File: config.mk
export PLATFORM = sky130hd
export DESIGN_NAME = exc_entry_unit
export DESIGN_NICKNAME = d
export VERILOG_FILES = /design/src/rtl/exc_entry_pkg.sv /design/src/rtl/exc_fault_addr.sv /design/src/rtl/exc_cause_build.sv /design/src/rtl/exc_sr_push.sv /design/src/rtl/exc_entry_unit.sv
export SDC_FILE = /design/constraint.sdc
export NUM_CORES = 1
export LEC_CHECK = 0
export ABC_AREA = 1
export CORE_AREA = 2 2 115 117
export DETAILED_ROUTE_END_ITERATION = 8
export DIE_AREA = 0 0 117 119
export GPL_TIMING_DRIVEN = 0
export HOLD_SLACK_MARGIN = 0.08
export MAX_ROUTING_LAYER = met4
export PLACE_DENSITY_LB_ADDON = 0.08
export SYNTH_ARGS = -nofsm -noshare
export SYNTH_HDL_FRONTEND = slang
export SYNTH_SLANG_ARGS = --single-unit
File: constraint.sdc
create_clock -name clk -period 5.2 [get_ports clk]
set_input_delay 1.04 -clock clk [delete_from_list [all_inputs] [get_ports clk]]
set_output_delay 1.04 -clock clk [all_outputs]
set_load 0.005 [all_outputs]
File: src/rtl/exc_entry_pkg.sv
package exc_entry_pkg;
   localparam int CAUSE_CODE_LSB = 2;
   localparam int CAUSE_SW_LSB   = 8;
   localparam int CAUSE_CE_LSB   = 28;
   localparam int INSN_CE_LSB    = 26;
   localparam int SR_PAIR_W      = 2;

   typedef enum logic {
      FK_INSN  = 1'b0,
      FK_BREAK = 1'b1
   } fault_kind_e;
endpackage

File: src/rtl/exc_fault_addr.sv
module exc_fault_addr
   import exc_entry_pkg::*;
#(
   parameter int XLEN      = 32,
   parameter int INSN_STEP = 4
) (
   input  fault_kind_e       kind,
   input  logic [XLEN-1:0]   fetch_pc,
   input  logic              in_delay,
   output logic [XLEN-1:0]   epc_next
);
   localparam logic [XLEN-1:0] STEP = XLEN'(INSN_STEP);

   logic [XLEN-1:0] fault_pc;

   generate
      if (INSN_STEP <= 0) begin : g_bad_step
         $error("exc_fault_addr: INSN_STEP must be positive");
      end
   endgenerate

   always_comb begin
      fault_pc = (kind == FK_BREAK) ? fetch_pc : (fetch_pc - STEP);
      epc_next = in_delay ? (fault_pc - STEP) : fault_pc;
   end
endmodule

File: src/rtl/exc_cause_build.sv
module exc_cause_build
   import exc_entry_pkg::*;
#(
   parameter int XLEN      = 32,
   parameter int CODE_W    = 5,
   parameter bit COP_FIELD = 1'b1
) (
   input  fault_kind_e       kind,
   input  logic [CODE_W-1:0] code,
   input  logic [1:0]        insn_ce,
   input  logic              in_delay,
   input  logic [XLEN-1:0]   cause_in,
   output logic [XLEN-1:0]   cause_next
);
   localparam int BD_BIT = XLEN - 1;

   logic [XLEN-1:0] kept;
   logic [XLEN-1:0] ce_part;
   logic [XLEN-1:0] code_part;

   generate
      if (CAUSE_CODE_LSB + CODE_W > CAUSE_SW_LSB) begin : g_bad_code
         $error("exc_cause_build: code field overlaps software bits");
      end
      if (COP_FIELD) begin : g_cop
         always_comb begin
            ce_part = '0;
            if (kind == FK_INSN)
               ce_part[CAUSE_CE_LSB +: 2] = insn_ce;
         end
      end else begin : g_nocop
         always_comb ce_part = '0;
      end
   endgenerate

   always_comb begin
      kept = '0;
      kept[CAUSE_SW_LSB +: 2] = cause_in[CAUSE_SW_LSB +: 2];
      code_part = '0;
      code_part[CAUSE_CODE_LSB +: CODE_W] = code;
      cause_next = kept | ce_part | code_part;
      cause_next[BD_BIT] = in_delay;
   end
endmodule

File: src/rtl/exc_sr_push.sv
module exc_sr_push
   import exc_entry_pkg::*;
#(
   parameter int XLEN  = 32,
   parameter int PAIRS = 3
) (
   input  logic [XLEN-1:0] sr_in,
   output logic [XLEN-1:0] sr_next
);
   localparam int STACK_W = PAIRS * SR_PAIR_W;

   generate
      if (PAIRS < 2 || STACK_W > XLEN) begin : g_bad_pairs
         $error("exc_sr_push: PAIRS out of range");
      end
      if (STACK_W < XLEN) begin : g_upper
         assign sr_next[XLEN-1:STACK_W] = sr_in[XLEN-1:STACK_W];
      end
      for (genvar i = 0; i < PAIRS; i++) begin : g_pair
         if (i == 0) begin : g_cur
            assign sr_next[SR_PAIR_W-1:0] = '0;
         end else begin : g_shift
            assign sr_next[i*SR_PAIR_W +: SR_PAIR_W] = sr_in[(i-1)*SR_PAIR_W +: SR_PAIR_W];
         end
      end
   endgenerate
endmodule

File: src/rtl/exc_entry_unit.sv
module exc_entry_unit
   import exc_entry_pkg::*;
#(
   parameter int              XLEN       = 32,
   parameter int              CODE_W     = 5,
   parameter int              INSN_STEP  = 4,
   parameter int              SR_PAIRS   = 3,
   parameter bit              COP_FIELD  = 1'b1,
   parameter logic [4:0]      CODE_BREAK = 5'd9,
   parameter logic [4:0]      CODE_RSVD  = 5'd10,
   parameter logic [31:0]     VEC_BREAK  = 32'h8000_0040,
   parameter logic [31:0]     VEC_GEN    = 32'h8000_0080
) (
   input  logic              clk,
   input  logic              rst_n,
   input  logic              exc_req,
   input  logic [4:0]        exc_code,
   input  logic [31:0]       fetch_pc,
   input  logic [31:0]       insn_word,
   input  logic              in_delay,
   input  logic [31:0]       cause_cur,
   input  logic [31:0]       sr_cur,
   input  logic [31:0]       epc_cur,
   output logic [31:0]       cause_new,
   output logic [31:0]       sr_new,
   output logic [31:0]       epc_new,
   output logic              redir_valid,
   output logic [31:0]       redir_pc
);
   generate
      if (XLEN != 32) begin : g_bad_xlen
         $error("exc_entry_unit: port widths are fixed at 32 bits");
      end
      if (CODE_W != 5) begin : g_bad_codew
         $error("exc_entry_unit: exception code must be 5 bits");
      end
      if (CODE_BREAK == CODE_RSVD) begin : g_bad_codes
         $error("exc_entry_unit: cause codes must differ");
      end
   endgenerate

   fault_kind_e       kind;
   logic [XLEN-1:0]   cause_d, sr_d, epc_d, vec_d;
   logic              unused_epc;

   assign kind       = (exc_code == CODE_BREAK) ? FK_BREAK : FK_INSN;
   assign vec_d      = (kind == FK_BREAK) ? VEC_BREAK : VEC_GEN;
   assign unused_epc = ^{epc_cur, insn_word[31:28], insn_word[25:0], CODE_RSVD};

   exc_cause_build #(
      .XLEN(XLEN), .CODE_W(CODE_W), .COP_FIELD(COP_FIELD)
   ) u_cause (
      .kind(kind), .code(exc_code), .insn_ce(insn_word[INSN_CE_LSB +: 2]),
      .in_delay(in_delay), .cause_in(cause_cur), .cause_next(cause_d)
   );

   exc_sr_push #(.XLEN(XLEN), .PAIRS(SR_PAIRS)) u_sr (
      .sr_in(sr_cur), .sr_next(sr_d)
   );

   exc_fault_addr #(.XLEN(XLEN), .INSN_STEP(INSN_STEP)) u_epc (
      .kind(kind), .fetch_pc(fetch_pc), .in_delay(in_delay), .epc_next(epc_d)
   );

   always_ff @(posedge clk) begin
      if (!rst_n) begin
         cause_new   <= '0;
         sr_new      <= '0;
         epc_new     <= '0;
         redir_pc    <= '0;
         redir_valid <= 1'b0;
      end else begin
         redir_valid <= exc_req;
         if (exc_req) begin
            cause_new <= cause_d;
            sr_new    <= sr_d;
            epc_new   <= epc_d;
            redir_pc  <= vec_d;
         end
      end
   end

   // one pulse per request cycle
   p_pulse_r8: assert property (@(posedge clk) disable iff (!rst_n)
      exc_req |=> redir_valid);
   p_nopulse_r8: assert property (@(posedge clk) disable iff (!rst_n)
      !exc_req |=> !redir_valid);
   // software-interrupt bits carried across
   p_swint_r2: assert property (@(posedge clk) disable iff (!rst_n)
      exc_req |=> cause_new[9:8] == $past(cause_cur[9:8]));
   // delay flag recorded
   p_bd_r4: assert property (@(posedge clk) disable iff (!rst_n)
      exc_req |=> cause_new[31] == $past(in_delay));
   // mode stack pushed
   p_push_r5: assert property (@(posedge clk) disable iff (!rst_n)
      exc_req |=> (sr_new[5:0] == {$past(sr_cur[3:0]), 2'b00}) &&
                  (sr_new[31:6] == $past(sr_cur[31:6])));
   // code lands in the code field
   p_code_r1: assert property (@(posedge clk) disable iff (!rst_n)
      exc_req |=> cause_new[6:2] == $past(exc_code));
   // nothing moves without a request
   p_hold_r9: assert property (@(posedge clk) disable iff (!rst_n)
      !exc_req |=> $stable(cause_new) && $stable(sr_new) &&
                   $stable(epc_new) && $stable(redir_pc));
   // only the two vectors ever appear
   p_vec_r7: assert property (@(posedge clk) disable iff (!rst_n)
      redir_valid |-> (redir_pc == VEC_BREAK) || (redir_pc == VEC_GEN));
endmodule

==> results.sh <==
export IMPL_irDropWorstVdd_mv=0.142
export IMPL_grt_pass1_vias=4801
export IMPL_switching_share=0.293
export IMPL_async_flop_share=0
export IMPL_fin_skew_ns=0
export IMPL_clk_latency_ns=0.33
export IMPL_hold_violations=0
export IMPL_arrival_ns=3.68
export IMPL_max_cap_violations=0
export IMPL_grtUsageTotal=0.225
export IMPL_drc=0
export IMPL_synth_seq_cells=76
export IMPL_min_path_type="reg -> reg"
export IMPL_wl_per_cell_microns=12.8
export IMPL_synth_top_family_by_area="simple AND/OR/NAND/NOR gates"
export IMPL_rows=42
export IMPL_gp_congestion=0.932
export IMPL_crit_fanout=8
export IMPL_area_growth_pct=41.9
export IMPL_ant_nets=0
export IMPL_vias=5516
export IMPL_cts_htree_levels=3
export IMPL_drv_slew=0
export IMPL_io_buffer_count=148
export IMPL_synth_compound_area_frac=0.107
export IMPL_routed_wl_mm=15.6
export IMPL_synth_top_cell_area_share=0.293
export IMPL_initial_utilization=0.404
export IMPL_p_sw_w=0.000476
export IMPL_yosysSeqAreaShare=0.293
export IMPL_seqPwrFrac=0.396
export IMPL_grt_setup_unrepaired="false"
export IMPL_muxShareOfSynthArea=0
export IMPL_diodes=0
export IMPL_setup_viol=0
export IMPL_critical_path_required_ns=5.44
export IMPL_tightest_slew_ns=0.611
export IMPL_dieWidth_microns=117
export IMPL_drt_iter0_markers=342
export IMPL_synthXorXnorAreaFrac=0.0118
export IMPL_grt_max_degree=16
export IMPL_cts_resized=0
export IMPL_nets=1206
export IMPL_syn_avg_cell_area_sq_um=6.31
export IMPL_dr_pass1_iters=5
export IMPL_post_cts_setup_buffers=0
export IMPL_cts_buffers=9
export IMPL_cts_root_buf="clkbuf_16"
export IMPL_pwr_share_comb=0.235
export IMPL_via_per_inst=4.54
export IMPL_clkTransAtPathRegs_ns=0.07
export IMPL_dp_hpwl_mm=12.6
export IMPL_clock_power_share=0.369
export IMPL_internal_power_w=0.00115
export IMPL_synth_simple_gate_area_share=0.417
export IMPL_status="complete, no violations"
export IMPL_end_kind="flop"
export IMPL_tns_ns=0
export IMPL_ys_types=35
export IMPL_yosysWarnings=0
export IMPL_fin_crit_ns=3.45
export IMPL_synth_area_leaders="dfxtp_1 (29%), nand2_1 (13%), nor2_1 (11%), buf_4 (7.8%), o21ai_0 (6.3%)"
export IMPL_synth_ff_type="dfxtp_1"
export IMPL_pin_count=298
export IMPL_power_density_nw_per_um2=221
export IMPL_netlist_area_sq_um=5200
export IMPL_drive_gt1_frac=0.133
export IMPL_overflow=0
export IMPL_synth_edf_count=0
export IMPL_grt_first_pass_wirelength_mm=24.1
export IMPL_crit_path_start_kind="input pin"
export IMPL_clock_sinks=76
export IMPL_clockBufferDepth=2
export IMPL_report_power_total_w=0.00163
export IMPL_floorplan_die_height_microns=119
export IMPL_antenna_found_initial=0
export IMPL_leakagePower_nw=3.49
export IMPL_hold_buffers=0
export IMPL_die_area_sq_um=13900
export IMPL_criticalPathCategory="in -> reg"
export IMPL_core_area_sq_um=12900
export IMPL_tritoncts="done"
export IMPL_synth_fa_ha_area_frac=0.00481
export IMPL_fmax_mhz=290
export IMPL_yosys_area_top_type="dfxtp_1"
export IMPL_syn_inst=824
export IMPL_fin_crit_sh=0.663
export IMPL_relSlewSlack=0.593
[per-layer routing]
layer	routed length (microns)	vias to the layer above	GRT usage
li1	-	2929	-
met1	7080	2397	0.298
met2	7220	167	0.353
met3	961	23	0.0377
met4	333	0	0.0691
met5	0	-	-
[placed cells by master (no fill, tap or decap), types with 2 or more instances in the layout]
master / count
clkinv_1: 2
nand2_2: 10
a21oi_1: 20
clkinvlp_4: 2
o221ai_1: 5
dfxtp_1: 76
inv_6: 3
nand4_1: 12
clkbuf_16: 9
nor3_1: 5
nand3_1: 62
inv_1: 80
nand3_2: 5
nand2_1: 178
buf_2: 2
inv_2: 11
ha_1: 2
nand2_4: 8
nor2_4: 11
buf_4: 54
nor2_8: 3
buf_6: 2
o21ai_0: 65
clkdlybuf4s50_1: 148
conb_1: 53
o21ai_1: 6
xor2_1: 6
clkbuf_1: 21
a31oi_1: 5
nand3_4: 2
nor2_1: 152
nor2_2: 11
[synth_stat cells, drive strengths merged (5+ instances only)]
| master | number |
|---|---|
| xor2 | 6 |
| nand4 | 12 |
| nand3 | 69 |
| dfxtp | 76 |
| a21oi | 20 |
| clkbuf | 21 |
| a31oi | 5 |
| inv | 91 |
| nor2 | 177 |
| nor3 | 6 |
| o221ai | 5 |
| nand2 | 196 |
| buf | 58 |
| o21ai | 72 |
[final cells by class]
class / count / area (sq um)
repair buffers: 148 / 1480
fillers: 1344 / 5500
multi-input cells: 628 / 3010
flip-flops and latches: 76 / 1520
plain buffers: 79 / 517
clock buffers: 9 / 225
inverters: 93 / 349
well taps: 176 / 220
clock inverters: 7 / 57.6
[critical path, stage by stage]
cell and delay, ns:
clkdlybuf4s50_1 0.46, inv_1 0.05, nor2_2 0.13, inv_2 0.06, nor2_4 0.27, nand2_1 0.12, nand2_1 0.12, ha_1 0.16
nand2_1 0.05, inv_1 0.10, nand3_1 0.16, nor2_4 0.19, nand2_4 0.10, nor2_8 0.11, nand2_4 0.07, nor2_4 0.17
nand2_1 0.07, nand2_1 0.06, nand3_1 0.08, nand2_1 0.07, inv_1 0.03
[kinds of logic (layout without fill, tap and decap cells)]
family / count (synthesis) / after routing
simple gates: 462 / 462
flops: 76 / 76
xor+xnor: 7 / 7
compound gates: 104 / 104
fa+ha+maj: 2 / 2
buf+inv: 172 / 336
other cells: 1 / 53
[path summary, 6_finish.rpt]
kind / to / cells past startpoint / from / slack [ns]
max: epc_new[26]$_SDFFE_PN0P_ / 21 / exc_code[0] / 1.75
min: redir_pc[31]$_SDFFE_PN0P_ / 2 / redir_pc[31]$_SDFFE_PN0P_ / 0.45
max reg2reg: epc_new[12]$_SDFFE_PN0P_ / 2 / epc_new[12]$_SDFFE_PN0P_ / 4.50
min reg2reg: redir_pc[31]$_SDFFE_PN0P_ / 2 / redir_pc[31]$_SDFFE_PN0P_ / 0.45
[power by group through the flow]
stage	combinational (W)	clock, W	sequential (W)
floorplan	0.000185	0	0.000660
global placement	0.000379	0	0.000656
detailed placement	0.000380	0	0.000658
CTS	0.000382	0.000614	0.000644
global route	0.000424	0.000636	0.000650
finish	0.000382	0.000600	0.000644
[stage by stage]
stage / utilization / std cells / hold slack (ns) / setup slack [ns] / area [sq um]
after global placement: 0.551 / 1200 / 0.433 / 1.44 / 7090
final: 0.573 / 1216 / 0.446 / 1.75 / 7380
after global routing: 0.573 / 1216 / 0.480 / 1.54 / 7380
after CTS: 0.573 / 1216 / 0.453 / 1.78 / 7380
after detailed placement: 0.551 / 1200 / 0.443 / 1.44 / 7090
after floorplan: - / 876 / 0.439 / 2.34 / 5390
[flip-flops by register name, indices dropped and copies added (netlist names)]
register     cells
cause_new       10
epc_new         32
sr_new          30
redir_valid      1
redir_pc         3
No activity file was read; power rests on OpenSTA's default activity.
